File: config.mk
export PLATFORM = sky130hd
export DESIGN_NAME = fpIdAccessGate
export DESIGN_NICKNAME = d
export VERILOG_FILES = /design/src/rtl/fpIdAccessPkg.sv /design/src/rtl/fpIdAccessCtrl.sv /design/src/rtl/fpIdAccessData.sv /design/src/rtl/fpIdAccessGate.sv
export SDC_FILE = /design/constraint.sdc
export NUM_CORES = 1
export LEC_CHECK = 0
export ABC_AREA = 0
export BUFFER_PORTS_ARGS = -buffer_cell sky130_fd_sc_hd__buf_2
export CAP_MARGIN = 20
export CORE_ASPECT_RATIO = 0.75
export CORE_MARGIN = 2
export CORE_UTILIZATION = 42
export DETAILED_ROUTE_END_ITERATION = 12
export GPL_TIMING_DRIVEN = 0
export HOLD_SLACK_MARGIN = 0.08
export PLACE_DENSITY = 0.92
export RECOVER_POWER = 100
export SKIP_LAST_GASP = 1
export SLEW_MARGIN = 20
export SYNTH_ARGS = -nofsm -noshare
export SYNTH_HDL_FRONTEND = slang
export SYNTH_SLANG_ARGS = --single-unit
File: constraint.sdc
create_clock -name clk -period 2.5 [get_ports clk]
set_input_delay 0.5 -clock clk [delete_from_list [all_inputs] [get_ports clk]]
set_output_delay 0.5 -clock clk [all_outputs]
set_load 0.03 [all_outputs]
File: src/rtl/fpIdAccessPkg.sv
package fpIdAccessPkg;

  localparam int SYN_W = 8;
  localparam int OUTCOME_COUNT = 5;

  typedef enum logic [2:0] {
    KIND_UNDEF    = 3'd0,
    KIND_TRAP64   = 3'd1,
    KIND_TRAP32   = 3'd2,
    KIND_READ     = 3'd3,
    KIND_WR_DROP  = 3'd4
  } outcomeKind_e;

  localparam logic [SYN_W-1:0] SYN_FP_ACCESS = 8'h07;
  localparam logic [SYN_W-1:0] SYN_ID_GROUP  = 8'h08;
  localparam logic [SYN_W-1:0] SYN_HYP_CP    = 8'h00;
  localparam logic [SYN_W-1:0] SYN_NONE      = 8'h00;

  typedef struct packed {
    logic       write;
    logic [1:0] level;
    logic       el1Is32;
    logic       el2Is32;
    logic       el3Is32;
    logic       hypEnabled;
    logic       nonSecure;
    logic       nsCp10Access;
    logic [1:0] cpAccess;
    logic       hostExt;
    logic       fpTrap;
    logic [1:0] fpEnable;
    logic       hypCp10Trap;
    logic       idTrap64;
    logic       idTrap32;
  } reqCtx_t;

  // Strobes passed from the decision logic to the response datapath.
  typedef struct packed {
    logic             load;
    outcomeKind_e     kind;
    logic [SYN_W-1:0] syndrome;
  } respStrobe_t;

  function automatic logic idWordLegal(input logic [31:0] word);
    return (word[23] == 1'b0) &&
           ((word[22:16] == 7'b0000011) || (word[22:16] == 7'b0000100));
  endfunction

endpackage

File: src/rtl/fpIdAccessCtrl.sv
module fpIdAccessCtrl
  import fpIdAccessPkg::*;
(
  input  logic        reqValid,
  input  reqCtx_t     ctx,
  output respStrobe_t strobe
);

  logic nsCpBlocked;
  logic cpDenied;
  logic hyp64;
  logic hyp32;
  logic fpGate64;
  logic l1Undef;
  logic l1FpTrap;
  logic l1CpTrap32;
  logic l1IdTrap64;
  logic l1IdTrap32;
  logic l2FpTrap;
  logic l2CpTrap32;
  logic l3Undef;
  outcomeKind_e passKind;

  always_comb begin
    nsCpBlocked = ctx.el3Is32 && ctx.nonSecure && !ctx.nsCp10Access;
    cpDenied    = (ctx.cpAccess == 2'b00);
    hyp64       = ctx.hypEnabled && !ctx.el2Is32;
    hyp32       = ctx.hypEnabled && ctx.el2Is32;
    fpGate64    = (!ctx.hostExt && ctx.fpTrap) ||
                  (ctx.hostExt && !ctx.fpEnable[0]);
    l1Undef     = ctx.el1Is32 && (nsCpBlocked || cpDenied);
    l1FpTrap    = hyp64 && fpGate64;
    l1CpTrap32  = hyp32 && (nsCpBlocked || ctx.hypCp10Trap);
    l1IdTrap64  = hyp64 && ctx.idTrap64;
    l1IdTrap32  = hyp32 && ctx.idTrap32;
    l2FpTrap    = fpGate64;
    l2CpTrap32  = hyp32 && (nsCpBlocked || ctx.hypCp10Trap);
    l3Undef     = cpDenied;
    passKind    = ctx.write ? KIND_WR_DROP : KIND_READ;
  end

  always_comb begin
    strobe.load     = reqValid;
    strobe.kind     = passKind;
    strobe.syndrome = SYN_NONE;
    unique case (ctx.level)
      2'd0: begin
        strobe.kind = KIND_UNDEF;
      end
      2'd1: begin
        if (l1Undef) begin
          strobe.kind = KIND_UNDEF;
        end else if (l1FpTrap) begin
          strobe.kind     = KIND_TRAP64;
          strobe.syndrome = SYN_FP_ACCESS;
        end else if (l1CpTrap32) begin
          strobe.kind     = KIND_TRAP32;
          strobe.syndrome = SYN_ID_GROUP;
        end else if (l1IdTrap64) begin
          strobe.kind     = KIND_TRAP64;
          strobe.syndrome = SYN_ID_GROUP;
        end else if (l1IdTrap32) begin
          strobe.kind     = KIND_TRAP32;
          strobe.syndrome = SYN_ID_GROUP;
        end
      end
      2'd2: begin
        if (l2FpTrap) begin
          strobe.kind     = KIND_TRAP64;
          strobe.syndrome = SYN_FP_ACCESS;
        end else if (l2CpTrap32) begin
          strobe.kind     = KIND_TRAP32;
          strobe.syndrome = SYN_HYP_CP;
        end
      end
      default: begin
        if (l3Undef) strobe.kind = KIND_UNDEF;
      end
    endcase
  end

endmodule

File: src/rtl/fpIdAccessData.sv
module fpIdAccessData
  import fpIdAccessPkg::*;
#(
  parameter int               DATA_W  = 32,
  parameter logic [DATA_W-1:0] ID_WORD = '0
) (
  input  logic                     clk,
  input  logic                     rstN,
  input  respStrobe_t              strobe,
  output logic                     rspValid,
  output logic [OUTCOME_COUNT-1:0] rspOutcome,
  output logic [SYN_W-1:0]         rspSyndrome,
  output logic [DATA_W-1:0]        rspData
);

  logic             validQ;
  outcomeKind_e     kindQ;
  logic [SYN_W-1:0] synQ;

  always_ff @(posedge clk or negedge rstN) begin
    if (!rstN) begin
      validQ <= 1'b0;
      kindQ  <= KIND_UNDEF;
      synQ   <= '0;
    end else begin
      validQ <= strobe.load;
      if (strobe.load) begin
        kindQ <= strobe.kind;
        synQ  <= strobe.syndrome;
      end
    end
  end

  for (genvar i = 0; i < OUTCOME_COUNT; i++) begin : gOutcome
    assign rspOutcome[i] = validQ && (kindQ == outcomeKind_e'(i));
  end

  assign rspValid    = validQ;
  assign rspSyndrome = validQ ? synQ : '0;
  assign rspData     = (validQ && kindQ == KIND_READ) ? ID_WORD : '0;

endmodule

File: src/rtl/fpIdAccessGate.sv
module fpIdAccessGate
  import fpIdAccessPkg::*;
#(
  parameter logic [7:0] IMPLEMENTER = 8'h5A,
  parameter logic       SW_ONLY     = 1'b0,
  parameter logic [6:0] SUBARCH     = 7'b0000011,
  parameter logic [7:0] PART_NUM    = 8'hC3,
  parameter logic [3:0] VARIANT_NUM = 4'h2,
  parameter logic [3:0] REV_NUM     = 4'h7
) (
  input  logic        clk,
  input  logic        rstN,
  input  logic        reqValid,
  input  logic        reqWrite,
  input  logic [1:0]  privLevel,
  input  logic        el1Is32,
  input  logic        el2Is32,
  input  logic        el3Is32,
  input  logic        hypEnabled,
  input  logic        nonSecure,
  input  logic        nsCp10Access,
  input  logic [1:0]  cpAccess,
  input  logic        hostExt,
  input  logic        fpTrap,
  input  logic [1:0]  fpEnable,
  input  logic        hypCp10Trap,
  input  logic        idTrap64,
  input  logic        idTrap32,
  output logic        rspValid,
  output logic [4:0]  rspOutcome,
  output logic [7:0]  rspSyndrome,
  output logic [31:0] rspData
);

  localparam int DATA_W = 32;
  localparam logic [DATA_W-1:0] ID_WORD =
    {IMPLEMENTER, SW_ONLY, SUBARCH, PART_NUM, VARIANT_NUM, REV_NUM};

  if (!idWordLegal(ID_WORD)) begin : gBadId
    $error("identification word parameters are not legal");
  end

  reqCtx_t     ctx;
  respStrobe_t strobe;

  always_comb begin
    ctx.write        = reqWrite;
    ctx.level        = privLevel;
    ctx.el1Is32      = el1Is32;
    ctx.el2Is32      = el2Is32;
    ctx.el3Is32      = el3Is32;
    ctx.hypEnabled   = hypEnabled;
    ctx.nonSecure    = nonSecure;
    ctx.nsCp10Access = nsCp10Access;
    ctx.cpAccess     = cpAccess;
    ctx.hostExt      = hostExt;
    ctx.fpTrap       = fpTrap;
    ctx.fpEnable     = fpEnable;
    ctx.hypCp10Trap  = hypCp10Trap;
    ctx.idTrap64     = idTrap64;
    ctx.idTrap32     = idTrap32;
  end

  fpIdAccessCtrl uCtrl (
    .reqValid (reqValid),
    .ctx      (ctx),
    .strobe   (strobe)
  );

  fpIdAccessData #(
    .DATA_W  (DATA_W),
    .ID_WORD (ID_WORD)
  ) uData (
    .clk         (clk),
    .rstN        (rstN),
    .strobe      (strobe),
    .rspValid    (rspValid),
    .rspOutcome  (rspOutcome),
    .rspSyndrome (rspSyndrome),
    .rspData     (rspData)
  );

endmodule

* After elaboration in Yosys (flattened, before gate mapping) *
Cells that the tools add are included.

operators by class
  eq/ne operators = 6
  muxes and demuxes = 14
  reductions and logical operators = 26

operators by type and width
  cell                                                                    count
  11-bit two-way mux                                                      6
  31-bit two-way mux                                                      1
  1-bit logical AND                                                       16
  8-bit two-way mux                                                       2
  8-bit one-hot mux with 2 select lines                                   1
  3-bit two-way mux                                                       3
  3-bit one-hot mux with 3 select lines                                   1
  3-bit by 2-bit equality test with 1-bit output (second input constant)  2
  1-bit logical NOT                                                       4
  2-bit logical NOT                                                       2
  3-bit by 1-bit equality test with 1-bit output (second input constant)  1
  3-bit equality test (second input constant)                             1
  3-bit logical NOT                                                       1
  1-bit logical OR                                                        3
  2-bit by 1-bit equality test with 1-bit output (second input constant)  1
  2-bit equality test (second input constant)                             1

word-level totals
  bits in registers = 12
  input port bits = 21
  word-level logic and storage cells = 49

* Longest topological paths before layout *
Gate-level depths: netlist (run 1).

  word-level depth = 8
  gate-level depth with buffers = 6

* Hierarchy *
A second synthesis (run 1) with hierarchy kept.

unflattened totals
  cells, all modules = 127
  area, all modules = 1216.2 µm²

by module, submodules not included
  module          instances  cells each  area each (µm²)  sequential area each (µm²)
  fpIdAccessData  1          71          834.6            300.3
  fpIdAccessCtrl  1          56          381.6            0.0

* Least setup slack after synthesis (run 1) *
No wires, ideal clock.

  path kind = flip-flop to output port
  from = reg uData.validQ, in the netlist uData.rspValid
  to = out rspData[14]
  data arrival time = 1.790 ns
  data required time = 2.000 ns
  path slack = 0.210 ns
  stages on the path, launching flop included = 4
  cell sequence = dfrtp_1 nand2_1 nor2_1 buf_4

on the way
  cells in the longest elaborated chain, start to end = 2

RTL lines
  element                 RTL line              RTL
  start, declared         fpIdAccessData.sv:16  logic validQ;
  start signal, assigned  fpIdAccessData.sv:26  validQ <= strobe.load;
  1-bit logical AND       fpIdAccessData.sv:40  assign rspData = (validQ && kindQ == KIND_READ) ? ID_WORD : '0;
  31-bit two-way mux      fpIdAccessData.sv:40
  end, declared           fpIdAccessGate.sv:32  output logic [31:0] rspData

Every way passes these cells.

* Final worst setup path (run 1) *
  from = reg uData.kindQ[2]
  to = out rspData[25]

on the way
  cells in the longest elaborated chain, start to end = 3

RTL lines
  element                                         RTL line              RTL
  start, declared                                 fpIdAccessData.sv:17  outcomeKind_e kindQ;
  start signal, assigned                          fpIdAccessData.sv:28  kindQ <= strobe.kind;
  3-bit by 2-bit equality test with 1-bit output  fpIdAccessData.sv:40
  1-bit logical AND                               fpIdAccessData.sv:40
  31-bit two-way mux                              fpIdAccessData.sv:40

Every way passes these cells.

==> metrics list, run 1 <==
- In the synthesized netlist the async set-or-reset flop fraction comes to 100%.
* Timing-limited maximum frequency: about 450 MHz
* # H-tree levels: 1
* Sinks on the clock net: 6
* Overall power of the completed layout: 452 µW
- Detailed-route vias per instance: between 4 and 5
- Of the cells placed in the final design, the portion with a size suffix greater than 1 is between 40% and 50%.
- Fill cells in the final layout number between 150 and 200.
- Placed wire-length estimate: 1580 µm
- Die area: ~0.0024 mm²
- Relative to the synthesized area, the layout overhead comes to 39.2%.
* Area occupied by registers: 150 µm²
- Global routing used 16.2% of the available tracks.
- Final RePlAce weighted congestion: 0.797
- The synthesized design contains 0 enable-type register cells.
* Io pins: 67
- Standard cell area after detailed placement: between 0.001 and 0.0015 mm²
- Post-layout instance area: between 0.001 and 0.0015 mm²
- The number of pins with negative max-slew slack in the final report was 0.
* Outcome: complete, no violations
- In this run the horizontal extent of the chip is ~56 µm.
- DRT Pass-1 Iters: 4
- Number of hold-slack violations in the final timing report: 0
- Register clock-pin slew on the reported worst setup and hold paths: 50 ps
- After technology mapping, the gate count stands at between 100 and 150.
* Initial core utilization: a little over two fifths
- Summed over all layers, the global routing overflow is 0.
- Port Buffer Count: 42
- Routed wire length on met2: between 900 and 1000 µm
- Via count of the routed design: between 800 and 900
- Period utilisation layout: 89.2%
* Initial antenna violation count: 0
- By area the synthesized netlist is led by buf_4, dfrtp_1, ha_1, nand2b_1, nand2_1.
- Synthesis inferred 6 register bits.
- Clock tree synthesis inserted a total of 3 buffers.
- During synthesis, Yosys emitted a total of 0 warnings.
- The worst setup path is captured at a primary output.
- In this run the top signal layer used is met4.
- Multi-input gate area: roughly 470 µm²
* Hold Path Class: input pin to flop
* VDD IR max: around 0.00018 V
- Worst-path maximum fanout: 15
* Largest net degree at the start of global routing: 16
* Most used standard cell by instance count after synthesis: buf_4
- Subtracting the final worst setup slack from the clock period gives 2230 ps.
- Data on the critical path is required at its endpoint by 2000 ps.
- In the final timing run, aggregate negative setup slack is 0 ps.
- In this run, the number of DRC markers left after iteration 0 of detailed routing was 48.
- Met3 Wirelength: between 200 and 250 µm
- The synthesized netlist occupies a cell area of around 860 µm².
- Source-to-sink clock delay at the later pin of the worst-skew pair: around 250 ps
- DRC: 0
- Dividing total power by cell area gives a power density of ~380 mW/mm².
* Start of the worst register-to-register path: uData.kindQ[0]
- The number of global-route vias before repair was ~760.
- Top cell type's share of synthesized area: about a third
- Across the routed clock network, the largest skew measured is 0 ps.
- The netlist uses 33 different library cells.
* Area of the core region: around 0.002 mm²
* Launching instance or port of the critical path: uData.kindQ[2]
- Leading cell types by count after synthesis: buf_4, nand2_1, dfrtp_1, inv_1, nand2b_1
- Global-route wire length before repair: about 3100 µm
- Setup repair after global routing missed its margin: false
- STA classifies the critical path startpoint as a flop.
- Average cell area after synthesis: between 7 and 8 µm²
* Worst Setup Path Type: flop to primary output
- CTS tree: done
- The floorplan has 14 rows.
- Total wire length after detailed routing: between 1500 and 2000 µm
- Clock tree root driver cell: clkbuf_4
* Beginning of the worst hold path: reqValid
- Across the run, the number of max-cap violations was 0.
- Remaining antenna violation count: 0
- Flip-flop cell with the highest count after synthesis: dfrtp_1
* M1 WL: between 700 and 800 µm
* Biggest area consumer among synthesized cells: buf_4
- At the end of the flow, the number of nets in the layout was approximately 200.
- Detail-routed net length per standard cell: approximately 9.5 µm
* Y dimension of the die: approximately 43 µm
- Data on the critical path arrives at its endpoint at approximately 1700 ps.
- The clock passes through at most 2 buffers.
- Total of endpoints with negative setup slack in the final report: 0
- End-of-flow core utilization: between 60% and 70%
- For this run, the register share of the synthesized area comes to 17.5%.
* Number of antenna repair diodes: 0
- Summed over all cells, the static leakage comes to slightly below 0.7 nW.
==> path summary, 6_finish.rpt <==
kind | endpoint | slack [ps] | depth (start not counted)
max reg2reg | uData.kindQ[0] | 1540 | 4
min | uData.rspValid | 380 | 1
min reg2reg | uData.synQ[2] | 490 | 2
max | rspData[25] | 270 | 4
min in group asynchronous | uData.kindQ[0] | 660 | 2
max in group asynchronous | uData.rspValid | 1600 | 2
==> cells by family after synthesis <==
| kind of cell | synth area share, % |
|---|---|
| simple gates | 18.2 |
| flops | 17.5 |
| other cells | 0.437 |
| compound gates | 21.0 |
| buf+inv | 37.2 |
| fa+ha+maj | 4.37 |
| mux | 1.31 |
==> sequential cells by signal, indices dropped and copies added, names as in the netlist <==
| name | cells |
|---|---|
| uData.kindQ | 3 |
| uData.synQ | 2 |
| uData.rspValid | 1 |
==> what timing repair did <==
action | 4_1_cts | 5_1_grt
setup endpoints to repair | 0 | 10
resized for setup | 0 | 1
endpoints found under the hold margin | 6 | 0
hold buffers | 1 | 0
setup buffers | 0 | 0
==> routing by layer <==
metal / global-route usage (%) / vias up
met5: 0 / -
met4: 5.71 / 0
met3: 4.27 / 4
met2: 29.6 / 50
met1: 18.2 / 381
li1: - / 447
==> metrics by stage <==
step                      hold WS, ps  instances  setup slack, ps
after global placement            323        196              479
after CTS                         370        200             82.8
after detailed placement          326        196              345
after global routing              363        200              152
after floorplan                   204        130              210
final                             375        200              269
==> cell usage in the layout (no fill, tap or decap), drive strengths merged <==
master	netlist	final
dfrtp	6	6
nand2b	6	6
o21ai	7	7
ha	3	3
a31oi	1	1
nand2	7	7
o221ai	1	1
a21o	1	1
dlygate4sd3	0	1
nor3b	1	1
nor3	2	2
and2	3	3
and3b	2	2
o311ai	1	1
buf	39	57
or3	1	1
inv	6	6
a22oi	1	1
nand3	2	2
o31ai	1	1
a21oi	4	4
nor2	5	5
a32o	1	1
a2bb2oi	1	1
clkbuf	1	28
o211ai	1	1
o41ai	1	1
mux2	1	1
conb	1	22
a32oi	2	2
==> where the power goes <==
part / leakage [nW] / internal (mW) / total [mW] / switching, mW
registers: 0.0763 / 0.105 / 0.113 / 0.00818
logic: 0.600 / 0.0920 / 0.247 / 0.155
clock network: 0.0138 / 0.0544 / 0.0911 / 0.0367
total: 0.690 / 0.252 / 0.452 / 0.200
==> worst max-delay path, cell delays in order (launching register included) <==
cell and delay (ps):
dfrtp_1 410, nand2b_1 190, nor2_2 400, buf_4 180
clkbuf_1 300
==> cell type report <==
class / count / area share [%]
sequential: 6 / 12.6
clock buffer: 3 / 1.88
multi-input combinational: 78 / 39.1
tap: 24 / 2.51
timing repair buffer: 43 / 17.3
buffer: 40 / 24.8
inverter: 6 / 1.88
(Power assumes the default switching activity.)
==> run 2: changes to the inputs <==
--- a/config.mk
+++ b/config.mk
@@ -14,8 +14,9 @@
 export DETAILED_ROUTE_END_ITERATION = 12
 export GPL_TIMING_DRIVEN = 0
 export HOLD_SLACK_MARGIN = 0.08
-export PLACE_DENSITY = 0.92
+export PLACE_DENSITY_LB_ADDON = 0.12
 export RECOVER_POWER = 100
+export REMOVE_ABC_BUFFERS = 1
 export SKIP_LAST_GASP = 1
 export SLEW_MARGIN = 20
 export SYNTH_ARGS = -nofsm -noshare
==> metrics list, run 2 (synthesis results as in run 1) <==
- Outcome: complete, no violations
- For this design the total switching power over the nets is around 190 µW.
- TritonCTS built the clock tree.
- Detailed-route vias per instance: 4.52
- Before antenna repair, the detailed router went through 4 iterations.
- Global routing used 13.2% of the available tracks.
* Io pins: 67
* Timing-limited maximum frequency: ~450 MHz
- Max reg flops: 3
- Measured along the y axis, the die boundary spans around 43 µm.
* Number of resized instances in the post-cts repair step: 0
- Total of endpoints with negative setup slack in the final report: 0
- Static leakage power: 0.439 nW
- Clock tree synthesis found a total of 6 sinks.
* Rows: 14
* Clock group share of total power: between 20% and 30%
* Number of hold-slack violations in the final timing report: 0
- Global routing finished with a remaining overflow of 0.
- Grouping stages by cell kind, the critical path spends the most delay in simple AND/OR/NAND/NOR gates.
- Hold Path Class: flop to flop
* Buffers inserted by post-CTS timing repair: 0
* Remaining antenna violation count: 0
- The tightest hold path in the finished design has a slack of around 480 ps.
- Max Transition Viols Final: 0
- Placed wire-length estimate: 1320 µm
* Clock Tree Buf Depth: 2
- The post-route netlist has 19.7% of its cells at a drive strength greater than 1.
- The floorplan step defined a core boundary enclosing 0.00196 mm².
- Share of total power in sequential cells: a little under 30%
- In the final routed layout, each cell accounts on average for between 10 and 15 µm.
- Cell at the slowest stage of the critical path: nor2_1
- Critical path, cell by cell: nand2b_1, nor2_1, clkbuf_1
- The finished layout holds roughly 160 standard cells, fillers aside.
- For this block, the via count after detailed routing is around 730.
- Headroom to the max-slew limit came out at between 50 and 60%.
* # Max-Cap Violations: 0
- In this run the worst path has a maximum fanout of 15.
* Total power divided by cell area: 445 mW/mm²
- Register clock-pin slew on the reported worst setup and hold paths: approximately 40 ps
- Between clock sinks in the finished design, the worst skew comes to 0 ps.
* Area added between synthesis and finish: 2.48%
* # H-tree levels: 1
- The first global-routing pass estimated 2500 µm of wire.
* Critical path startpoint category: flop
- Highest-count cells in the layout ignoring fill and taps: conb_1, clkbuf_1, buf_2, nand2_1
* Die area: between 0.002 and 0.0025 mm²
- In the routed design, unresolved DRC markers number 0.
* Total negative slack for setup checks: 0 ps
* CP Data Required Time: 2000 ps
* Port Buffer Count: 43
- Relative contribution of combinational cells to total power: 48.8%
* Overall power of the completed layout: between 300 and 400 µW
- The worst setup path is captured at a primary output.
- The number of placed instances, taps included, is 157.
- At the pin with the least slew margin, the transition time is approximately 660 ps.
- The number of global-route vias before repair is between 500 and 600.
* Number of antenna repair diodes: 0
- Post-layout nets: 163
* Largest stage delay on the critical path: approximately 530 ps
- Net switching is 47.3% of the power.
- Dividing the final minimum period by the clock period gives 89.0%.
- Worst EP arrival: between 1500 and 2000 ps
* Starting DRC count in detailed routing: 13
- Source-to-sink clock delay at the later pin of the worst-skew pair: 240 ps
- VDD IR max: about 0.00032 V
* Internal power consumption: between 200 and 250 µW
- Setup repair after global routing left no endpoint under its margin.
* Initial antenna violation count: 0
- More flip-flops sit in one register than any other, and that register is uData.kindQ.
* Number of clock buffers inserted by TritonCTS: 3
- Largest net degree at the start of global routing: 16
- Worst Setup Path Type: flop to primary output
- Clock tree root driver cell: clkbuf_4
- For this configuration, the core starts out at a cell density of between 40% and 50%.
* Number of buffers and inverters on the critical path: 1
- The congestion estimate from routability-driven global placement came to just over 0.8.
- Die W: 56.2 µm
- Final worst path period need: ~2200 ps
* Total wire length after detailed routing: 1610 µm
-- run 2: cell count changes in the layout (fill, tap and decap cells not counted) --
cell | before | now
and2_1 | 2 | 3
o41ai_2 | 1 | 0
nor2_2 | 1 | 0
clkbuf_4 | 16 | 3
clkbuf_1 | 12 | 22
clkbuf_2 | 0 | 2
buf_2 | 31 | 19
buf_4 | 26 | 0
o41ai_1 | 0 | 1
and2_0 | 1 | 0
nor2_1 | 4 | 5
-- run 2: worst paths after layout --
kind | slack, ps | to | startpoint | cells after the start
worst max-delay path | 280 | rspOutcome[3] | uData.kindQ[2] | 3
worst min-delay path | 480 | uData.synQ[2] | uData.synQ[2] | 2
worst max register to register | 1570 | uData.kindQ[0] | uData.kindQ[0] | 4
worst min register to register | 480 | uData.synQ[2] | uData.synQ[2] | 2
max in group asynchronous | 1610 | uData.kindQ[0] | rstN | 2
min in group asynchronous | 660 | uData.kindQ[2] | rstN | 2
-- run 2: per-stage QoR --
step / setup WS, ps / util [%] / cell area, µm²
final: 275 / 44.8 / 880
after global routing: 114 / 44.8 / 880
after CTS: 355 / 46.8 / 918
after detailed placement: 622 / 45.2 / 886
after global placement: 669 / 45.2 / 886
after floorplan: -4140 / - / 641
-- run 2: final cells by class --
type | count | area [µm²]
fill | 228 | 1080
multi-input combinational | 78 | 457
timing repair buffer | 44 | 198
sequential | 6 | 150
tap | 24 | 30.0
clock buffer | 3 | 22.5
inverter | 6 | 22.5
-- run 2: worst min-delay path, delay by kind of cell (launching register included) --
family | cells | cell delay, ps
simple gates | 1 | 50
compound gates | 1 | 60
flops | 1 | 330
-- run 2: power by group through the flow --
stage	Sequential [mW]	Clock (mW)	Combinational, mW
after floorplan	0.114	0	0.143
after global placement	0.115	0	0.197
after detailed placement	0.115	0	0.197
after CTS	0.114	0.0933	0.199
after global routing	0.115	0.102	0.206
final	0.113	0.0874	0.191
-- run 2: timing repair --
action | in CTS | in global routing
endpoints found under the setup margin | 0 | 0
hold buffers | 1 | 0
hold endpoints to repair | 6 | 0
-- run 2: metal layers --
layer  share of wire (%)  track usage, %  up-vias
met4                   0            2.86        0
met2                  42            20.9       50
met3                  13            4.88        0
met5                   0               0        -
met1                  45            17.2      311
li1                    -               -      367
